$ cat src/rtl/adc_scan_pkg.sv
package adc_scan_pkg;
    typedef enum logic [1:0] {
        ST_IDLE,
        ST_SETTLE,
        ST_CONV,
        ST_DONE
    } scan_state_e;

    // Converter periods spent on the bit decisions, after settling.
    localparam int CONV_BASE_CYCLES = 25;
endpackage

$ cat src/rtl/adc_chan_pick.sv
// Circular search for the first set mask bit at or after a start index.
module adc_chan_pick #(
    parameter int NCH = 16,
    parameter int IW  = $clog2(NCH)
) (
    input  logic [NCH-1:0] mask,
    input  logic [IW-1:0]  start,
    input  logic           inclusive,
    output logic [IW-1:0]  chan
);
    logic [IW-1:0] cand;

    always_comb begin
        chan = '0;
        cand = '0;
        // Walk offsets downward so the nearest hit is the one that remains.
        for (int k = NCH - 1; k >= 0; k--) begin
            cand = start + IW'(k) + IW'(!inclusive);
            if (mask[cand]) begin
                chan = cand;
            end
        end
    end
endmodule

$ cat src/rtl/adc_tick_gen.sv
// Converter clock enable: one tick per (div+1) base strobes while enabled.
module adc_tick_gen #(
    parameter int DIV_W = 8
) (
    input  logic             clk,
    input  logic             rst_n,
    input  logic             clr,
    input  logic             en,
    input  logic             base_tick,
    input  logic [DIV_W-1:0] div,
    output logic             adc_tick
);
    logic [DIV_W-1:0] cnt_q;

    assign adc_tick = en & base_tick & (cnt_q == div);

    always_ff @(posedge clk or negedge rst_n) begin
        if (!rst_n) begin
            cnt_q <= '0;
        end else if (clr) begin
            cnt_q <= '0;
        end else if (en && base_tick) begin
            cnt_q <= (cnt_q == div) ? '0 : cnt_q + DIV_W'(1);
        end
    end
endmodule

$ cat src/rtl/adc_chan_scanner.sv
module adc_chan_scanner
    import adc_scan_pkg::*;
#(
    parameter int MASK_W   = 8,
    parameter int DATA_W   = 14,
    parameter int DIV_W    = 8,
    parameter int SETTLE_W = 8
) (
    input  logic                        clk,
    input  logic                        rst_n,
    input  logic                        tick_1mhz,
    input  logic [DIV_W-1:0]            clk_div,
    input  logic [SETTLE_W-1:0]         settle_cycles,
    input  logic [MASK_W-1:0]           mask_lo,
    input  logic [MASK_W-1:0]           mask_hi,
    input  logic                        mask_wr,
    input  logic                        seq_mode,
    input  logic                        seq_run,
    input  logic                        seq_trig,
    input  logic                        man_trig,
    input  logic [DATA_W-1:0]           adc_in,
    output logic                        busy,
    output logic                        fifo_valid,
    output logic [DATA_W-1:0]           fifo_data,
    output logic [$clog2(2*MASK_W)-1:0] fifo_chan,
    output logic                        eoc_irq,
    output logic [$clog2(2*MASK_W)-1:0] cur_chan,
    output logic [DATA_W-1:0]           live_data
);
    localparam int NCH   = 2 * MASK_W;
    localparam int IW    = $clog2(NCH);
    localparam int CNT_W = (SETTLE_W > 5) ? SETTLE_W : 5;

    scan_state_e      state_q, state_d;
    logic [CNT_W-1:0] cnt_q;
    logic [IW-1:0]    ptr_q, conv_ch_q;
    logic [DATA_W-1:0] data_q, live_q;
    logic             run_q, started_q;

    logic [NCH-1:0] all_mask;
    logic           any_en, trig_req, trig_go, seq_first;
    logic           adc_tick, tick_en, last_settle, last_conv;
    logic [IW-1:0]  low_ch, sel_ch, nxt_ch;

    assign all_mask  = {mask_hi, mask_lo};
    assign any_en    = |all_mask;
    assign trig_req  = seq_mode ? (seq_trig & seq_run) : man_trig;
    assign trig_go   = (state_q == ST_IDLE) & trig_req & any_en;
    assign seq_first = seq_mode & seq_run & ~run_q & ~started_q;
    assign tick_en   = (state_q == ST_SETTLE) | (state_q == ST_CONV);

    assign last_settle = (cnt_q == CNT_W'(settle_cycles) - CNT_W'(1));
    assign last_conv   = (cnt_q == CNT_W'(CONV_BASE_CYCLES - 1));

    // Lowest enabled channel, used by the pointer reset rules.
    adc_chan_pick #(.NCH(NCH), .IW(IW)) u_pick_low (
        .mask(all_mask), .start('0), .inclusive(1'b1), .chan(low_ch)
    );

    // Channel converted by a trigger: pointer itself or the next enabled one.
    adc_chan_pick #(.NCH(NCH), .IW(IW)) u_pick_sel (
        .mask(all_mask), .start(ptr_q), .inclusive(1'b1), .chan(sel_ch)
    );

    // Channel after the one just converted.
    adc_chan_pick #(.NCH(NCH), .IW(IW)) u_pick_nxt (
        .mask(all_mask), .start(conv_ch_q), .inclusive(1'b0), .chan(nxt_ch)
    );

    adc_tick_gen #(.DIV_W(DIV_W)) u_tick (
        .clk      (clk),
        .rst_n    (rst_n),
        .clr      (trig_go),
        .en       (tick_en),
        .base_tick(tick_1mhz),
        .div      (clk_div),
        .adc_tick (adc_tick)
    );

    // Next-state decision.
    always_comb begin
        state_d = state_q;
        unique case (state_q)
            ST_IDLE: begin
                if (trig_go) begin
                    state_d = (settle_cycles == '0) ? ST_CONV : ST_SETTLE;
                end
            end
            ST_SETTLE: begin
                if (adc_tick && last_settle) state_d = ST_CONV;
            end
            ST_CONV: begin
                if (adc_tick && last_conv) state_d = ST_DONE;
            end
            ST_DONE: begin
                state_d = ST_IDLE;
            end
        endcase
    end

    // State register and datapath registers.
    always_ff @(posedge clk or negedge rst_n) begin
        if (!rst_n) begin
            state_q   <= ST_IDLE;
            cnt_q     <= '0;
            ptr_q     <= '0;
            conv_ch_q <= '0;
            data_q    <= '0;
            live_q    <= '0;
            run_q     <= 1'b0;
            started_q <= 1'b0;
        end else begin
            state_q <= state_d;
            live_q  <= adc_in;
            run_q   <= seq_run;

            if (state_d != state_q) begin
                cnt_q <= '0;
            end else if (adc_tick) begin
                cnt_q <= cnt_q + CNT_W'(1);
            end

            if (trig_go) begin
                conv_ch_q <= sel_ch;
            end

            if (state_q == ST_CONV && adc_tick && last_conv) begin
                data_q <= adc_in;
            end

            if (seq_first) begin
                started_q <= 1'b1;
            end

            if (!seq_mode && mask_wr) begin
                ptr_q <= low_ch;
            end else if (state_q == ST_DONE) begin
                ptr_q <= nxt_ch;
            end else if (seq_first) begin
                ptr_q <= low_ch;
            end
        end
    end

    // Outputs.
    always_comb begin
        busy       = (state_q != ST_IDLE);
        fifo_valid = (state_q == ST_DONE);
        eoc_irq    = (state_q == ST_DONE);
        fifo_data  = data_q;
        fifo_chan  = conv_ch_q;
        cur_chan   = ptr_q;
        live_data  = live_q;
    end
endmodule

$ cat config.mk
export PLATFORM = sky130hd
export DESIGN_NAME = adc_chan_scanner
export DESIGN_NICKNAME = d
export VERILOG_FILES = /design/src/rtl/adc_scan_pkg.sv /design/src/rtl/adc_chan_pick.sv /design/src/rtl/adc_tick_gen.sv /design/src/rtl/adc_chan_scanner.sv
export SDC_FILE = /design/constraint.sdc
export NUM_CORES = 1
export LEC_CHECK = 0
export BUFFER_PORTS_ARGS = -buffer_cell sky130_fd_sc_hd__buf_4
export CORE_MARGIN = 2
export CORE_UTILIZATION = 46
export DETAILED_ROUTE_END_ITERATION = 16
export HOLD_SLACK_MARGIN = 0.05
export PLACE_DENSITY = 0.66
export SYNTH_ARGS = -nofsm -noshare
export SYNTH_HDL_FRONTEND = slang
export SYNTH_SLANG_ARGS = --single-unit
$ cat constraint.sdc
create_clock -name clk -period 5.2 [get_ports clk]
set_input_delay 1.04 -clock clk [delete_from_list [all_inputs] [get_ports clk]]
set_output_delay 1.04 -clock clk [all_outputs]
set_load 0.03 [all_outputs]
**After elaboration in Yosys (flattened, before gate mapping)**

Index checks and enable logic that the tools add are counted.

- Input port bits: 54
- Word-level logic and storage cells: 247
- Output and inout port bits: 39
- Bits in registers: 56

- Multiplexer cells: 126
- Add/sub/neg operators: 48
- Reductions and logical operators: 14
- Bitwise gates (word level): 11
- Order comparisons: 32
- Equal/unequal tests: 7

Operators with widths:

| cell | number |
|---|---|
| $mux W4 | 51 |
| $lt A4 B5 Y1 const B | 32 |
| $bmux W1 S4 | 32 |
| $add A4 B1 Y4 const B | 17 |
| $add A4 B4 Y4 const B | 16 |
| $mux W8 | 5 |
| $mux W1 | 33 |
| $add A4 B3 Y4 const B | 8 |
| $add A4 B2 Y4 const B | 4 |
| $add A8 B1 Y8 const B | 2 |
| $eq A8 B8 Y1 | 2 |
| $reduce_or A16 Y1 | 1 |
| $and A1 B1 Y1 | 8 |
| $eq A8 B5 Y1 const B | 1 |
| $logic_not A8 Y1 | 1 |
| $mux W2 | 4 |
| $pmux W2 S4 | 1 |
| $sub A8 B1 Y8 const B | 1 |
| $logic_and A1 B1 Y1 | 6 |
| $reduce_bool A2 Y1 | 3 |
| $eq A2 B2 Y1 const B | 2 |
| $reduce_bool A3 Y1 | 1 |
| $eq A2 B1 Y1 const B | 1 |
| $logic_not A2 Y1 | 1 |
| other kinds (4) | 5 |

**Depth between registers and ports, before layout**

- Depth in word-level cells: 22
- Depth in mapped cells: 13
- Depth with buffers taken out: 10

**By module**

Synthesis repeated with hierarchy kept, for this count alone.

- Cell total of the unflattened synthesis: 969
- Area total of the unflattened synthesis: 9,195.1 sq um

Modules (own cells, without submodules):

| module | area an instance (sq um) | cells an instance | seq. area each (sq um) | times used |
|---|---|---|---|---|
| adc_chan_pick | 2,080.7 | 236 | 0.0 | 3 |
| adc_chan_scanner | 2,416.1 | 202 | 1,201.2 | 1 |
| adc_tick_gen | 536.8 | 59 | 200.2 | 1 |

**Worst setup path after synthesis**

Ideal clock, no wire load.

- Path kind: register to register
- From: register ptr_q[1], in the netlist cur_chan[1]
- To: register conv_ch_q[2], in the netlist fifo_chan[2]
- Arrival: 3,929 ps
- Path buffers: 3
- Period minus slack after synthesis: 4,053 ps
- Stages on the path, launching flop included: 14
- Data required time: 5,076 ps
- Slack: 1,147 ps
- Library setup time: 124 ps
- Cells stage by stage: dfrtp_1 > buf_2 > buf_1 > inv_1 > ha_1 > clkbuf_1 > mux4_2 > mux2_2 > mux2_2 > a211oi_2 > or3b_1 > o31ai_1 > nor4bb_1 > a211o_1

- Word-level cells in the longest chain between the ends: 19
- Elaborated cells on any way between the ends: 63
- Those cells by class: add/sub: 15; mux: 48

RTL lines:

| item | line | source |
|---|---|---|
| start, declared | adc_chan_scanner.sv:36 | `logic [IW-1:0] ptr_q, conv_ch_q;` |
| start signal, assigned | adc_chan_scanner.sv:136 | `ptr_q <= low_ch;` |
| start signal, assigned | adc_chan_scanner.sv:138 | `ptr_q <= nxt_ch;` |
| start signal, assigned | adc_chan_scanner.sv:140 | `ptr_q <= low_ch;` |
| $add A4 B4 Y4 | adc_chan_pick.sv:18 | `cand = start + IW'(k) + IW'(!inclusive);` |
| $bmux W1 S4 | adc_chan_pick.sv:19 | `if (mask[cand]) begin` |
| $mux W1 (not written as such) | adc_chan_pick.sv:19 |  |
| $mux W4 (15 in a row) | adc_chan_pick.sv:19 |  |
| $mux W4 * | adc_chan_pick.sv:19 |  |
| end signal, assigned | adc_chan_scanner.sv:124 | `conv_ch_q <= sel_ch;` |
| end, declared | adc_chan_scanner.sv:36 |  |

Every way passes the cells marked *; elsewhere a longest branch is shown, timed or not. The select of a mux whose other input is x is not followed.
A chain may end at the register's enable or synchronous reset.

**Final worst setup path**

Ends and elaborated chain as after synthesis.

==> metrics.md <==
| Metric | Value |
|---|---|
| Status | completed |
| Post-synthesis instance total | 795 |
| Synth warn | 0 |
| DIE AREA | 17000 um2 |
| Routed Antenna Nets | 0 |
| CP arrival | roughly 4.2 ns |
| Worst-Margin Slew | about 1.0 ns |
| First-pass GRT wire length | 34500 um |
| Root buffer cell | clkbuf_16 |
| Final setup skew | approximately 0.0049 ns |
| RD Place Congestion | 0.973 |
| Worst setup startpoint | cur_chan[1] |
| Post-CTS Setup Bufs | 0 |
| PD cells | between 200 and 250 nW/um2 |
| Main flop type after synthesis | dfrtp_1 |
| Fin. Hold Viols | 0 |
| Comb power frac | 0.476 |
| Commonest cells after routing, fill and taps aside | buf_4, nand2_1, mux4_2, mux2_2, dfrtp_1 |
| Fill cells | between 1000 and 1500 |
| CTS tree | built |
| Sequential Power Share | 0.280 |
| Crit path capture | fifo_chan[2] |
| Vias | approximately 7000 |
| Worst slew margin | 0.324 |
| DRT Pass-1 Iters | 6 |
| Fin cells | 1074 |
| Reg2reg end | fifo_chan[2] |
| Vias per cell | ~6.4 |
| Worst-Skew Late Latency | between 0.2 and 0.3 ns |
| R2R Path Start | cur_chan[1] |
| Setup TNS | 0 ns |
| Min cycle time layout | 3.98 ns |
| Max cap viols | 0 |
| Clk pwr share | 0.244 |
| Core footprint | 15800 um2 |
| Sw Share | 0.383 |
| Die extent in y | 130 um |
| Gr usage total | 0.257 |
| Clock slew at reported path FFs | approximately 0.07 ns |
| Gates resized, CTS repair | 0 |
| Nature of the critical path startpoint | register |
| Tcrit/Tclk final | 0.765 |
| Number of core rows | 46 |
| CP Class | register to register |
| Worst reg-to-reg path cell count | 11 |
| Average cell area after synthesis | 9.25 um2 |
| Unique masters post-synth | 79 |
| Max VDD drop | 0.000225 V |
| Clk buf depth | 2 |
| Setup-failing EPs final | 0 |
| WP data required | 5.39 ns |
| Post-Syn Area | 7350 um2 |
| Drc violations | 0 |
| Fmax | 251 MHz |
| Placed cells | 1067 |
| CTS buffer count | 5 |
| Commonest non-fill, non-tap cell in the layout | buf_4 |
| Slew Limit Fails | 0 |
| Largest net degree at the start of global routing | 57 |
| Worst setup EP type | register |
| Async set or reset register ratio after synthesis | 1.00 |
| # IOs | just over 90 |
| Global route total overflow | 0 |
| RSZ-0062 raised after global routing | no |
| 1st-iter DRT viols | 729 |
| Reg2reg setup slack | 1.22 ns |
| Pleak | 3.43 nW |
| Number of synthesized flops with an enable pin | 0 |
| Psw | 0.672 mW |
| DIE WIDTH | around 130 um |
| PnR worst setup slack | 1.22 ns |
| Total detailed-routing wirelength | between 20000 and 25000 um |
| Starting density of the core | 0.466 |
| Syn-to-layout area delta | 13.9% |
| Wire per inst | 20.4 um |
| Ant diodes | 0 |
| Vias in the first global route | 6398 |
| Hold Crit Class | register to register |
| Seq/Total Area, Yosys | 0.191 |
| H-tree depth | 2 |
| Post-Syn Nets | ~870 |
| #FFs+latches synth | 56 |
| Worst-path maximum fanout | 21 |
| Cell internal pwr | 1.08 mW |
| Hold-fix buffers, CTS | 0 |
| # nets final | between 900 and 1000 |
| DP Wirelength | roughly 16000 um |
| Area occupied by multi-input gates | 5590 um2 |
| Clock Sinks | between 50 and 60 |
| Share of cells above drive strength 1 | 0.284 |
| Initial antenna violation count | 0 |
| Buffers added on ports | 92 |
| Dpl ws | 1.24 ns |
| Reg area | 1400 um2 |
==> metrics by stage <==
stage,area (um2),hold slack [ns],util,power (mW)
detailed placement,8180,0.458,0.519,1.32
CTS,8370,0.477,0.531,1.76
global placement,8180,0.456,0.519,1.32
global route,8370,0.510,0.531,1.87
floorplan,7350,0.435,-,1.09
finish,8370,0.473,0.531,1.76
==> cells by family (layout without fill, tap and decap cells) <==
family	Yosys count	count (layout)	synth area share
buffers and inverters	82	145	0.0499
AO/OA/AOI/OAI	200	200	0.182
flip-flops	56	56	0.191
XOR/XNOR	52	52	0.0630
AND/OR/NAND/NOR	223	223	0.151
adder cells (fa/ha/maj)	24	24	0.0409
multiplexers	158	158	0.322
==> per-layer routing <==
layer  wire length [um]  global-route usage  vias up
li1                   -                   -     3171
met1               9440               0.361     3333
met2              10100               0.411      307
met3               1860              0.0464       40
met4                485              0.0726        0
met5                  0                   0        -
==> synthesized netlist by cell type, types with 9 or more instances <==
library cell / number / area [um2]
a21oi_1: 48 / 240
a22oi_1: 9 / 67.6
o211ai_1: 10 / 75.1
and3_1: 12 / 75.1
nand2b_1: 13 / 81.3
nor3_1: 22 / 110
xnor2_1: 32 / 280
mux2i_1: 44 / 440
clkbuf_1: 32 / 120
o31ai_1: 12 / 90.1
nor2_1: 53 / 199
ha_1: 24 / 300
nand3_1: 12 / 60.1
mux2_2: 55 / 619
xor2_1: 19 / 166
o21ai_0: 41 / 205
mux4_2: 57 / 1280
dfrtp_1: 56 / 1400
inv_1: 26 / 97.6
nand2_1: 65 / 244
==> critical path, stage by stage, from the launching register on <==
cell      delay [ns]
dfrtp_1         0.33
buf_4           0.28
inv_1           0.23
ha_1            0.67
mux4_2          0.62
mux2_2          0.33
mux2_2          0.34
a211oi_2        0.24
or3b_1          0.37
o31ai_1         0.08
nor4bb_1        0.10
a211o_1         0.27
==> sequential cells by signal, summed over array words and instances, names as in the netlist <==
register and cells:
run_q 1, started_q 1, live_data 14, cur_chan 4
state_q 2, fifo_data 14, u_tick.cnt_q 8, cnt_q 8
fifo_chan 4
==> power by group through the flow <==
| stage | logic (mW) | clock network [mW] | registers [mW] |
|---|---|---|---|
| floorplan | 0.578 | 0 | 0.509 |
| global placement | 0.820 | 0 | 0.498 |
| detailed placement | 0.818 | 0 | 0.499 |
| CTS | 0.823 | 0.442 | 0.490 |
| global route | 0.911 | 0.459 | 0.495 |
| finish | 0.836 | 0.429 | 0.491 |
==> worst min-delay path by stage <==
stage                      to  cells past startpoint  startpoint
global placement    started_q                      1   started_q
CTS                 started_q                      1   started_q
global route        started_q                      1   started_q
detailed placement  started_q                      1   started_q
finish              started_q                      1   started_q
floorplan           started_q                      1   started_q
==> layout make-up <==
cell class / instances / share of cell area
clock inverters: 2 / 0.00718
clock buffers: 5 / 0.0149
repair buffers: 108 / 0.0969
flip-flops and latches: 56 / 0.168
multi-input cells: 657 / 0.668
inverters: 30 / 0.0135
well taps: 216 / 0.0323
Power figures use the tool's default switching activity.
